<file path="config.mk">
export PLATFORM = sky130hd
export DESIGN_NAME = dring_doorbell
export DESIGN_NICKNAME = d
export VERILOG_FILES = /design/src/rtl/dbl_pkg.sv /design/src/rtl/dbl_regs.sv /design/src/rtl/dbl_ptr.sv /design/src/rtl/dbl_occ.sv /design/src/rtl/dring_doorbell.sv
export SDC_FILE = /design/constraint.sdc
export NUM_CORES = 1
export LEC_CHECK = 0
export BUFFER_PORTS_ARGS = -buffer_cell sky130_fd_sc_hd__buf_2
export CAP_MARGIN = 30
export CORE_ASPECT_RATIO = 1.4
export CORE_MARGIN = 2
export CORE_UTILIZATION = 40
export CTS_BUF_LIST = sky130_fd_sc_hd__clkbuf_2 sky130_fd_sc_hd__clkbuf_4 sky130_fd_sc_hd__clkbuf_8
export DETAILED_ROUTE_END_ITERATION = 12
export PLACE_DENSITY = 0.63
export SYNTH_ARGS = -nofsm -noshare
export SYNTH_HDL_FRONTEND = slang
export SYNTH_SLANG_ARGS = --single-unit
</file>
<file path="constraint.sdc">
create_clock -name clk -period 11.2 [get_ports clk]
set_input_delay 0.56 -clock clk [delete_from_list [all_inputs] [get_ports clk]]
set_output_delay 0.56 -clock clk [all_outputs]
set_load 0.01 [all_outputs]
</file>
<file path="src/rtl/dbl_pkg.sv">
// Shared definitions for the descriptor ring doorbell controller.
// Assumes a word-addressed register port of eight locations.
package dbl_pkg;
    typedef enum logic [2:0] {
        REG_SIZE = 3'd0,
        REG_ADD  = 3'd1,
        REG_FREE = 3'd2,
        REG_STAT = 3'd3,
        REG_RUN  = 3'd4,
        REG_ERR  = 3'd5
    } reg_addr_e;

    localparam int STAT_PEND_LSB = 0;
    localparam int STAT_IDX_LSB  = 16;
endpackage

</file>
<file path="src/rtl/dbl_regs.sv">
// Register decode: holds queue size and run state and produces doorbell strobes.
// Assumes one write per cycle. The size is clamped to 2^IDX_W entries.
module dbl_regs #(
    parameter int IDX_W = 13
) (
    input  logic           clk,
    input  logic           rst_n,
    input  logic           wr_en,
    input  logic [2:0]     wr_addr,
    input  logic [31:0]    wr_data,
    output logic [IDX_W:0] q_size,
    output logic           stopped,
    output logic           add_wr,
    output logic           free_wr
);
    import dbl_pkg::*;
    localparam logic [31:0] MAX_ENT = 32'(2 ** IDX_W);

    // Doorbell strobes decoded from the write port
    always_comb begin
        add_wr  = wr_en && (wr_addr == REG_ADD);
        free_wr = wr_en && (wr_addr == REG_FREE);
    end

    // Queue size and run-control state
    always_ff @(posedge clk) begin
        if (!rst_n) begin
            q_size  <= '0;
            stopped <= 1'b1;
        end else if (wr_en) begin
            if (wr_addr == REG_SIZE)
                q_size <= (wr_data > MAX_ENT) ? MAX_ENT[IDX_W:0] : wr_data[IDX_W:0];
            if (wr_addr == REG_RUN)
                stopped <= (wr_data != 32'd0);
        end
    end

    AST_SIZE_LIMIT: assert property (@(posedge clk) disable iff (!rst_n)
        ({{(31-IDX_W){1'b0}}, q_size} <= MAX_ENT));
endmodule

</file>
<file path="src/rtl/dbl_ptr.sv">
// Ring index that moves forward by a step each cycle and wraps modulo the queue size.
// Assumes step <= size and index < size before the step.
module dbl_ptr #(
    parameter int IDX_W = 13
) (
    input  logic             clk,
    input  logic             rst_n,
    input  logic [IDX_W:0]   step,
    input  logic [IDX_W:0]   size,
    output logic [IDX_W-1:0] ptr
);
    logic [IDX_W+1:0] sum;
    logic [IDX_W+1:0] wrapped;

    // Candidate next index with a single modulo correction
    always_comb begin
        sum     = {2'b00, ptr} + {1'b0, step};
        wrapped = (sum >= {1'b0, size}) ? (sum - {1'b0, size}) : sum;
    end

    // Index register
    always_ff @(posedge clk) begin
        if (!rst_n)
            ptr <= '0;
        else if (step != '0)
            ptr <= wrapped[IDX_W-1:0];
    end
endmodule

</file>
<file path="src/rtl/dbl_occ.sv">
// Occupancy tracking: outstanding work, pending completions, error flags and interrupt arm.
// Assumes desc_done is a single-cycle pulse. The doorbell count comes from the write data.
module dbl_occ #(
    parameter int IDX_W = 13
) (
    input  logic           clk,
    input  logic           rst_n,
    input  logic [IDX_W:0] q_size,
    input  logic           stopped,
    input  logic           add_wr,
    input  logic           free_wr,
    input  logic [31:0]    wr_cnt,
    input  logic           desc_done,
    input  logic           done_ioc,
    output logic           fetch_valid,
    output logic           done_acc,
    output logic [IDX_W:0] free_step,
    output logic [IDX_W:0] pend,
    output logic [1:0]     err,
    output logic           irq
);
    localparam int CW = IDX_W + 1;

    logic [CW-1:0] outst;
    logic [CW:0]   used;
    logic [CW:0]   room;
    logic          add_big;
    logic          free_big;
    logic [CW:0]   add_amt;
    logic [CW-1:0] free_amt;
    logic [CW:0]   out_nx;
    logic [CW:0]   pend_nx;
    logic          irq_arm;

    // Work offer and accepted completion
    always_comb begin
        fetch_valid = !stopped && (outst != '0);
        done_acc    = desc_done && fetch_valid;
    end

    // Doorbell amounts after saturation and clamping
    always_comb begin
        used     = {1'b0, outst} + {1'b0, pend};
        room     = (used >= {1'b0, q_size}) ? '0 : ({1'b0, q_size} - used);
        add_big  = wr_cnt > {{(31-CW){1'b0}}, room};
        free_big = wr_cnt > {{(32-CW){1'b0}}, pend};
        add_amt  = !add_wr ? '0 : (add_big ? room : wr_cnt[CW:0]);
        free_amt = !free_wr ? '0 : (free_big ? pend : wr_cnt[CW-1:0]);
        out_nx   = {1'b0, outst} + add_amt - {{CW{1'b0}}, done_acc};
        pend_nx  = {1'b0, pend} + {{CW{1'b0}}, done_acc} - {1'b0, free_amt};
        free_step = free_amt;
    end

    // Counters, sticky errors and interrupt arm
    always_ff @(posedge clk) begin
        if (!rst_n) begin
            outst   <= '0;
            pend    <= '0;
            err     <= 2'b00;
            irq_arm <= 1'b0;
        end else begin
            outst <= out_nx[CW-1:0];
            pend  <= pend_nx[CW-1:0];
            if (add_wr && add_big)
                err[0] <= 1'b1;
            if (free_wr && free_big)
                err[1] <= 1'b1;
            if (pend_nx == '0)
                irq_arm <= 1'b0;
            else if (done_acc && done_ioc)
                irq_arm <= 1'b1;
        end
    end

    // Interrupt output qualified by pending work
    always_comb irq = irq_arm && (pend != '0);

    AST_NO_FETCH_STOPPED: assert property (@(posedge clk) disable iff (!rst_n)
        stopped |-> !fetch_valid);
    AST_ONE_PER_CYCLE: assert property (@(posedge clk) disable iff (!rst_n)
        !free_wr |=> ({1'b0, pend} <= {1'b0, $past(pend)} + 1'b1));
    AST_RING_BOUND: assert property (@(posedge clk) disable iff (!rst_n)
        ({1'b0, outst} + {1'b0, pend}) <= (CW+1)'(2 ** IDX_W));
    AST_ERR_STICKY: assert property (@(posedge clk) disable iff (!rst_n)
        err[0] |=> err[0]);
    AST_CLAMP_ERR_STICKY: assert property (@(posedge clk) disable iff (!rst_n)
        err[1] |=> err[1]);
endmodule

</file>
<file path="src/rtl/dring_doorbell.sv">
// Top of the descriptor ring doorbell controller: register read mux plus two ring indices.
// Assumes combinational reads and one register write per cycle.
module dring_doorbell #(
    parameter int IDX_W = 13
) (
    input  logic             clk,
    input  logic             rst_n,
    input  logic             wr_en,
    input  logic [2:0]       wr_addr,
    input  logic [31:0]      wr_data,
    input  logic [2:0]       rd_addr,
    output logic [31:0]      rd_data,
    output logic             fetch_valid,
    output logic [IDX_W-1:0] fetch_idx,
    input  logic             desc_done,
    input  logic             done_ioc,
    output logic             irq
);
    import dbl_pkg::*;

    logic [IDX_W:0]   q_size;
    logic             stopped;
    logic             add_wr;
    logic             free_wr;
    logic             done_acc;
    logic [IDX_W:0]   free_step;
    logic [IDX_W:0]   pend;
    logic [1:0]       err;
    logic [IDX_W-1:0] rel_idx;
    logic [IDX_W:0]   fetch_step;
    logic [31:0]      stat_word;

    dbl_regs #(.IDX_W(IDX_W)) u_regs (
        .clk(clk), .rst_n(rst_n), .wr_en(wr_en), .wr_addr(wr_addr),
        .wr_data(wr_data), .q_size(q_size), .stopped(stopped),
        .add_wr(add_wr), .free_wr(free_wr)
    );

    dbl_occ #(.IDX_W(IDX_W)) u_occ (
        .clk(clk), .rst_n(rst_n), .q_size(q_size), .stopped(stopped),
        .add_wr(add_wr), .free_wr(free_wr), .wr_cnt(wr_data),
        .desc_done(desc_done), .done_ioc(done_ioc),
        .fetch_valid(fetch_valid), .done_acc(done_acc),
        .free_step(free_step), .pend(pend), .err(err), .irq(irq)
    );

    // Fetch index steps by one per accepted completion
    always_comb fetch_step = {{IDX_W{1'b0}}, done_acc};

    dbl_ptr #(.IDX_W(IDX_W)) u_fetch_ptr (
        .clk(clk), .rst_n(rst_n), .step(fetch_step), .size(q_size), .ptr(fetch_idx)
    );

    dbl_ptr #(.IDX_W(IDX_W)) u_rel_ptr (
        .clk(clk), .rst_n(rst_n), .step(free_step), .size(q_size), .ptr(rel_idx)
    );

    // Status word packing
    always_comb begin
        stat_word = 32'(pend) << STAT_PEND_LSB;
        stat_word = stat_word | (32'(rel_idx) << STAT_IDX_LSB);
    end

    // Register read mux
    always_comb begin
        case (rd_addr)
            REG_SIZE: rd_data = 32'(q_size);
            REG_STAT: rd_data = stat_word;
            REG_RUN:  rd_data = {31'd0, stopped};
            REG_ERR:  rd_data = {30'd0, err};
            default:  rd_data = 32'd0;
        endcase
    end

    AST_IRQ_NEEDS_PEND: assert property (@(posedge clk) disable iff (!rst_n)
        irq |-> (pend != '0));
    AST_IDLE_DONE_NO_EFFECT: assert property (@(posedge clk) disable iff (!rst_n)
        (desc_done && !fetch_valid) |=> $stable(fetch_idx));
endmodule

</file>
* After elaboration in Yosys (flattened, before gate mapping)
Index checks and enable logic that the tools add are counted.
** Word-level totals
- Bits in registers :: 72
- Output and inout bits :: 47
- Word-level logic and storage cells :: 61
** Operators by class
- Reductions and logical operators :: 19
- $lt $le $gt $ge :: 6
- Bitwise operators :: 2
- Equality and inequality tests :: 6
- Add/sub/neg operators :: 10
- Muxes and demuxes :: 9
** Operator list (number)
- case mux 29 bit (4 select lines) :: 1
- two-way mux 14 bit :: 5
- nonzero test 14 bit :: 3
- > comparator 32 x 14 -> 1 bit :: 1
- > comparator 32 x 14 -> 1 bit (second input constant) :: 1
- > comparator 32 x 15 -> 1 bit :: 1
- nonzero test 32 bit :: 1
- greater-or-equal comparator 15 x 14 -> 1 bit :: 2
- bitwise OR 14 x 29 -> 29 bit :: 1
- two-way mux 13 bit :: 2
- subtractor 13 bit :: 2
- adder 13 x 14 -> 15 bit :: 1
- adder 14 x 1 -> 15 bit :: 1
- adder 14 x 14 -> 15 bit :: 1
- zero test 15 bit :: 1
- two-way mux 15 bit :: 1
- subtractor 14 x 15 -> 15 bit :: 1
- subtractor 15 x 14 -> 15 bit :: 1
- adder 13 x 1 -> 14 bit :: 1
- adder 14 bit :: 1
- greater-or-equal comparator 14 bit :: 1
- subtractor 14 x 1 -> 14 bit :: 1
- equality test 3 bit (second input constant) :: 3
- logical AND 1 bit :: 8
- other kinds (7) :: 10

* Longest topological paths before layout
- Depth in word-level cells :: 8
- Depth in mapped cells :: 38
- Mapped depth without buffers :: 36

* Cells and area by module
From an unflattened synthesis, not the netlist that was laid out.
** Second synthesis, totals
- Cells, all modules :: 1440
- Area total of the unflattened synthesis :: 10879.2 sq um
** Modules (own cells, without submodules)
- dbl_occ :: times used 1, area an instance 5704.2 sq um, cells each 761
- dbl_ptr :: times used 2, area an instance 2102.0 sq um, cells each 288
- dbl_regs :: times used 1, area an instance 639.4 sq um, cells each 59
- dring_doorbell :: times used 1, area an instance 331.6 sq um, cells each 44

* Worst setup path after synthesis
No wires, ideal clock.
- Path kind :: reg-to-reg
- From :: register u_occ.pend[1]
- To :: register u_occ.outst[13]
- Slack :: 3355 ps
- Data arrival time :: 7723 ps
- Library setup time :: 122 ps
- Data required time :: 11078 ps
- Cell stages (with the launch flop) :: 38
- Cell sequence :: dfxtp_1 ha_1 a21o_1 a21oi_1 o21bai_1 a31o_2 a211oi_1 o31ai_1 a21oi_1 xor2_1 ha_1 nand3_1 nor4_1 a31oi_1 o211ai_1 a21oi_1 clkbuf_1 nand2_1 [2 not listed] a21o_1 a2111oi_0 a2bb2oi_1 a21oi_1 nor2b_1 clkbuf_1 a22oi_1 ha_1 inv_1 ha_1 a211o_1 a2111oi_1 o21ai_0 a31oi_1 mux2i_1 a2111oi_1 nand2b_1 mux2i_1
** On the way
- Word-level cells in the longest chain between the ends :: 8
** Ends and longest elaborated chain
- from (decl) :: RTL line dbl_occ.sv:18 : output logic [IDX_W:0] pend,
- from (signal assigned) :: RTL line dbl_occ.sv:63 : pend <= pend_nx[CW-1:0];
- adder 14 x 14 -> 15 bit (*) :: RTL line dbl_occ.sv:43 : used = {1'b0, outst} + {1'b0, pend};
- subtractor 14 x 15 -> 15 bit or greater-or-equal comparator 15 x 14 -> 1 bit (tied branches) :: RTL line dbl_occ.sv:44 : room = (used >= {1'b0, q_size}) ? '0 : ({1'b0, q_size} - used);
- two-way mux 15 bit (*) :: RTL line dbl_occ.sv:44
- > comparator 32 x 15 -> 1 bit :: RTL line dbl_occ.sv:45 : add_big = wr_cnt > {{(31-CW){1'b0}}, room};
- two-way mux 14 bit (*) (2 in a row) :: RTL line dbl_occ.sv:47 : add_amt = !add_wr ? '0 : (add_big ? room : wr_cnt[CW:0]);
- adder 14 bit (*) :: RTL line dbl_occ.sv:49 : out_nx = {1'b0, outst} + add_amt - {{CW{1'b0}}, done_acc};
- subtractor 14 x 1 -> 14 bit (*) :: RTL line dbl_occ.sv:49
- to (signal assigned) :: RTL line dbl_occ.sv:62 : outst <= out_nx[CW-1:0];
- to (decl) :: RTL line dbl_occ.sv:24 : logic [CW-1:0] outst;
Mark *: on every way between the ends. The rest lies on a longest branch, timed or not.
A chain may end at the register's enable or synchronous reset.

* Final worst setup path
Ends and elaborated chain as after synthesis.

==> results summary <==
The average cell area after synthesis came out at 7.95 um^2. The post-synthesis instance area is 0.00923 mm^2. Total power for the finished layout comes to 1750 uW. The synthesized netlist devotes 7.50% of its cell area to XOR and XNOR gates. The CTS tree is done. The worst setup path is captured at a flip-flop. The area inside the core boundary is 0.0226 mm^2.

The first global-routing pass estimated 43,600 um of wire. The number of antenna violations at the first check in global routing is 0. The cell type with the largest total area after synthesis is sky130_fd_sc_hd__ha_1. The number of resized instances in the post-cts repair step came out at 0. The data required time at the worst endpoint is 11.48 ns. The synthesized design devotes to its leading area cell type 20.9% of total area. The number of cells on the worst reg-to-reg path came out at 35. The data arrival time of the critical path came out at 9.84 ns. The final weighted congestion in routability-driven placement came out at 0.944. The unique cell type count in the Yosys netlist came out at 79. Grouping stages by cell kind, the critical path spends the most delay in compound AO/OA/AOI/OAI gates.

The post-layout utilization of the core is 44.8%. The largest net degree at the start of global routing is 55. The floorplan has 65 rows. 90 I/O pins were placed. The antenna cell count came out at 0. The depth of the critical timing path with buffers and inverters included is 35. The aggregate global-route resource usage came out at 22.8%.

The worst hold path was traced through 2 stages. The mux contribution to synthesized area came out at 3.51%. The path type of the worst setup path is reg2reg. Of the synthesized area, sequential elements account for 15.6%. After clock tree synthesis, the clock-pin slew on the worst setup and hold paths is 0.09 ns. The run finished with clean final reports. From bottom edge to top edge, the die measures 184 um. The largest fanout on the critical path is 15. The buffer levels on the longest clock path came out at 2. The number of buffers added for setup after CTS came out at 0. The sum of negative setup slack is 0 ns.

Based on the critical path, the design can be clocked at up to 105 MHz. Dividing the detail-routed via count by the number of cells gives 5.70. Synthesis handed over a netlist of 1,160 instances. The die covers 0.0243 mm^2. By area, the combinational part of the netlist is dominated by compound AO/OA/AOI/OAI gates.

The critical path buffer and inverter count is 1. The sequential group share of total power is 20.7%. The number of pins with negative max-slew slack in the final report was 0. The fraction of synthesis flops using an asynchronous set or reset pin is 0%.

The remaining global-route overflow is 0. The clock drives 72 sinks. The routed wire length is 27,800 um. The number of flops mapped to enable cells by yosys came out at 0. The growth of design area from synthesis to finish is 9.87%. The worst min-delay path class is reg2reg. STA classifies the critical path startpoint as a flip-flop. The relative slew slack is 32.1%. The highest ir drop seen on vdd came out at 111 uV. The internal power of the cells totals 905 uW. Setup repair after global routing left no endpoint under its margin. The number of hold-slack violations in the final timing report is 0.

The number of vias in the routed layout came out at 8,771. In the finished design, the share of the clock period the worst path needs comes to 85.3%. The most numerous cell in the Yosys netlist is sky130_fd_sc_hd__ha_1. The number of buffers inserted for hold repair after clock tree synthesis came out at 0.

Detailed placement finished with a half-perimeter wire length of 22,600 um. The largest incremental delay on the critical path is 0.80 ns. By count the netlist is led by sky130_fd_sc_hd__ha_1 (154), sky130_fd_sc_hd__inv_1 (107), sky130_fd_sc_hd__nor2_1 (86), sky130_fd_sc_hd__dfxtp_1 (72), sky130_fd_sc_hd__nand2_1 (65). The total CTS buffers came out at 9. The die is 132 um wide. For the worst-skew pair, the clock arrives at the later sink with an insertion delay of 0.40 ns.

The count of buffers inserted at the top-level ports came out at 84. Clock tree synthesis selected as its root buffer the cell sky130_fd_sc_hd__clkbuf_8. The transition time of the tightest slew-check pin is 1.02 ns. The total DRC errors in the routed layout came out at 0. The fraction of layout cells with a size suffix above 1 is 11.9%.

The detailed-router iteration count before antenna repair came out at 5. The fraction of the mapped netlist area in compound gates is 23.0%. The number of violations of the max-capacitance limit is 0. Sorting the synthesized cells by area gives the leading types as sky130_fd_sc_hd__ha_1 (21%), sky130_fd_sc_hd__dfxtp_1 (16%), sky130_fd_sc_hd__inv_1 (4.4%), sky130_fd_sc_hd__xnor2_1 (4.2%), sky130_fd_sc_hd__nor2_1 (3.5%). Among all flip-flop cells after synthesis, the most frequent one is sky130_fd_sc_hd__dfxtp_1.

The combinational power share is 66.0%. Yosys printed 0 warnings. The H-tree depth reported by CTS is 3.

The initial standard-cell utilization of the core is 40.8%. The post-synthesis share of cell area spent on and, or, nand and nor gates is 21.4%. The via count of the first global-routing pass is 8,463. The iteration-0 DRC count of the detailed router is 569.

The clock power share is 13.3%. The critical path's slowest cell is sky130_fd_sc_hd__a21oi_1. The analysis attributes to net switching a power of 841 uW.

The number of nets at the end of the flow is 1,437. The clock skew is 0.0165 ns. The share of total power consumed by net switching came out at 48.2%. Dividing the detail-routed wire length by the instance count gives 18.1 um. The cell area power density came out at 172 mW/mm^2. The final critical path time including I/O delays and setup is 9.56 ns. By instance count, the cell type seen most on the critical path is sky130_fd_sc_hd__ha_1.

The final antenna-violating net count is 0. The total setup violations reported at the end of the flow is 0. The number of storage elements in the synthesis netlist is 72. The share of synthesized cell area in full adder, half adder and majority cells is 22.4%. The leakage power total came out at 0.00466 uW.
[flip-flops by register name, indices dropped and copies added, names as in the netlist]
| signal | count |
|---|---|
| u_regs.q_size | 14 |
| u_occ.outst | 14 |
| u_rel_ptr.ptr | 13 |
| u_fetch_ptr.ptr | 13 |
| u_occ.irq_arm | 1 |
| u_occ.err | 2 |
| u_occ.pend | 14 |
| u_regs.stopped | 1 |
[final timing paths]
path,startpoint,to,slack [ns]
worst max-delay path,u_occ.pend[1],u_occ.outst[13],1.64
worst min-delay path,u_occ.err[1],u_occ.err[1],0.49
worst max register to register,u_occ.pend[1],u_occ.outst[13],1.64
worst min register to register,u_occ.err[1],u_occ.err[1],0.49
[cells by family after synthesis]
kind of cell,count (synthesis)
AND/OR/NAND/NOR,368
AO/OA/AOI/OAI,306
adder cells (fa/ha/maj),161
buffers and inverters,142
XOR/XNOR,79
flip-flops,72
multiplexers,31
other,1
[routing by layer]
metal	share of wire, %	vias to the layer above	global-route usage (%)
li1	-	4385	-
met1	42	4105	26.2
met2	50	220	42.0
met3	4.3	61	2.70
met4	4.2	0	10.2
met5	0	-	0
[through the flow]
step / instances / setup WS, ns / hold WS, ns / cell area [um^2]
5_1_grt: 1539 / 0.680 / 0.518 / 10100
3_3_place_gp: 1521 / 1.89 / 0.460 / 9900
4_1_cts: 1538 / 1.62 / 0.492 / 10100
6_report: 1539 / 1.64 / 0.490 / 10100
2_1_floorplan: 1164 / 3.36 / 0.436 / 9240
3_5_place_dp: 1522 / 1.67 / 0.468 / 9920
[cell usage in the layout (no fill, tap or decap), drive strengths merged, types with 10 or more instances in the layout]
cell / count
nor2b: 15
nand3: 22
and2: 31
nor2: 86
nand2: 65
xnor2: 44
nor4: 18
a21oi: 66
a211oi: 23
o21ai: 65
inv: 108
clkbuf: 10
nand4b: 10
xor2: 35
ha: 154
and3: 14
buf: 93
dfxtp: 72
mux2i: 30
a21o: 21
a22o: 13
a22oi: 26
nand4: 16
a31oi: 11
nor3: 36
o21a: 11
nand2b: 23
[layout make-up]
class | count | area [um^2]
timing repair buffer | 93 | 504
sequential | 72 | 1440
tap | 301 | 377
multi-input combinational | 950 | 7210
clock inverter | 6 | 68.8
clock buffer | 10 | 131
fill | 2323 | 12500
inverter | 107 | 402
[worst min-delay path, cell delays in order (launching register included)]
cell,delay (ns)
sky130_fd_sc_hd__dfxtp_1,0.34
sky130_fd_sc_hd__a21oi_1,0.04
sky130_fd_sc_hd__nor2_1,0.07
[power by group through the flow]
stage	Clock, uW	Combinational [uW]	Sequential, uW
2_1_floorplan	0	924	331
3_3_place_gp	0	1130	365
3_5_place_dp	0	1140	365
4_1_cts	237	1150	359
5_1_grt	246	1300	362
6_report	233	1150	361
Power figures use the tool's default switching activity.
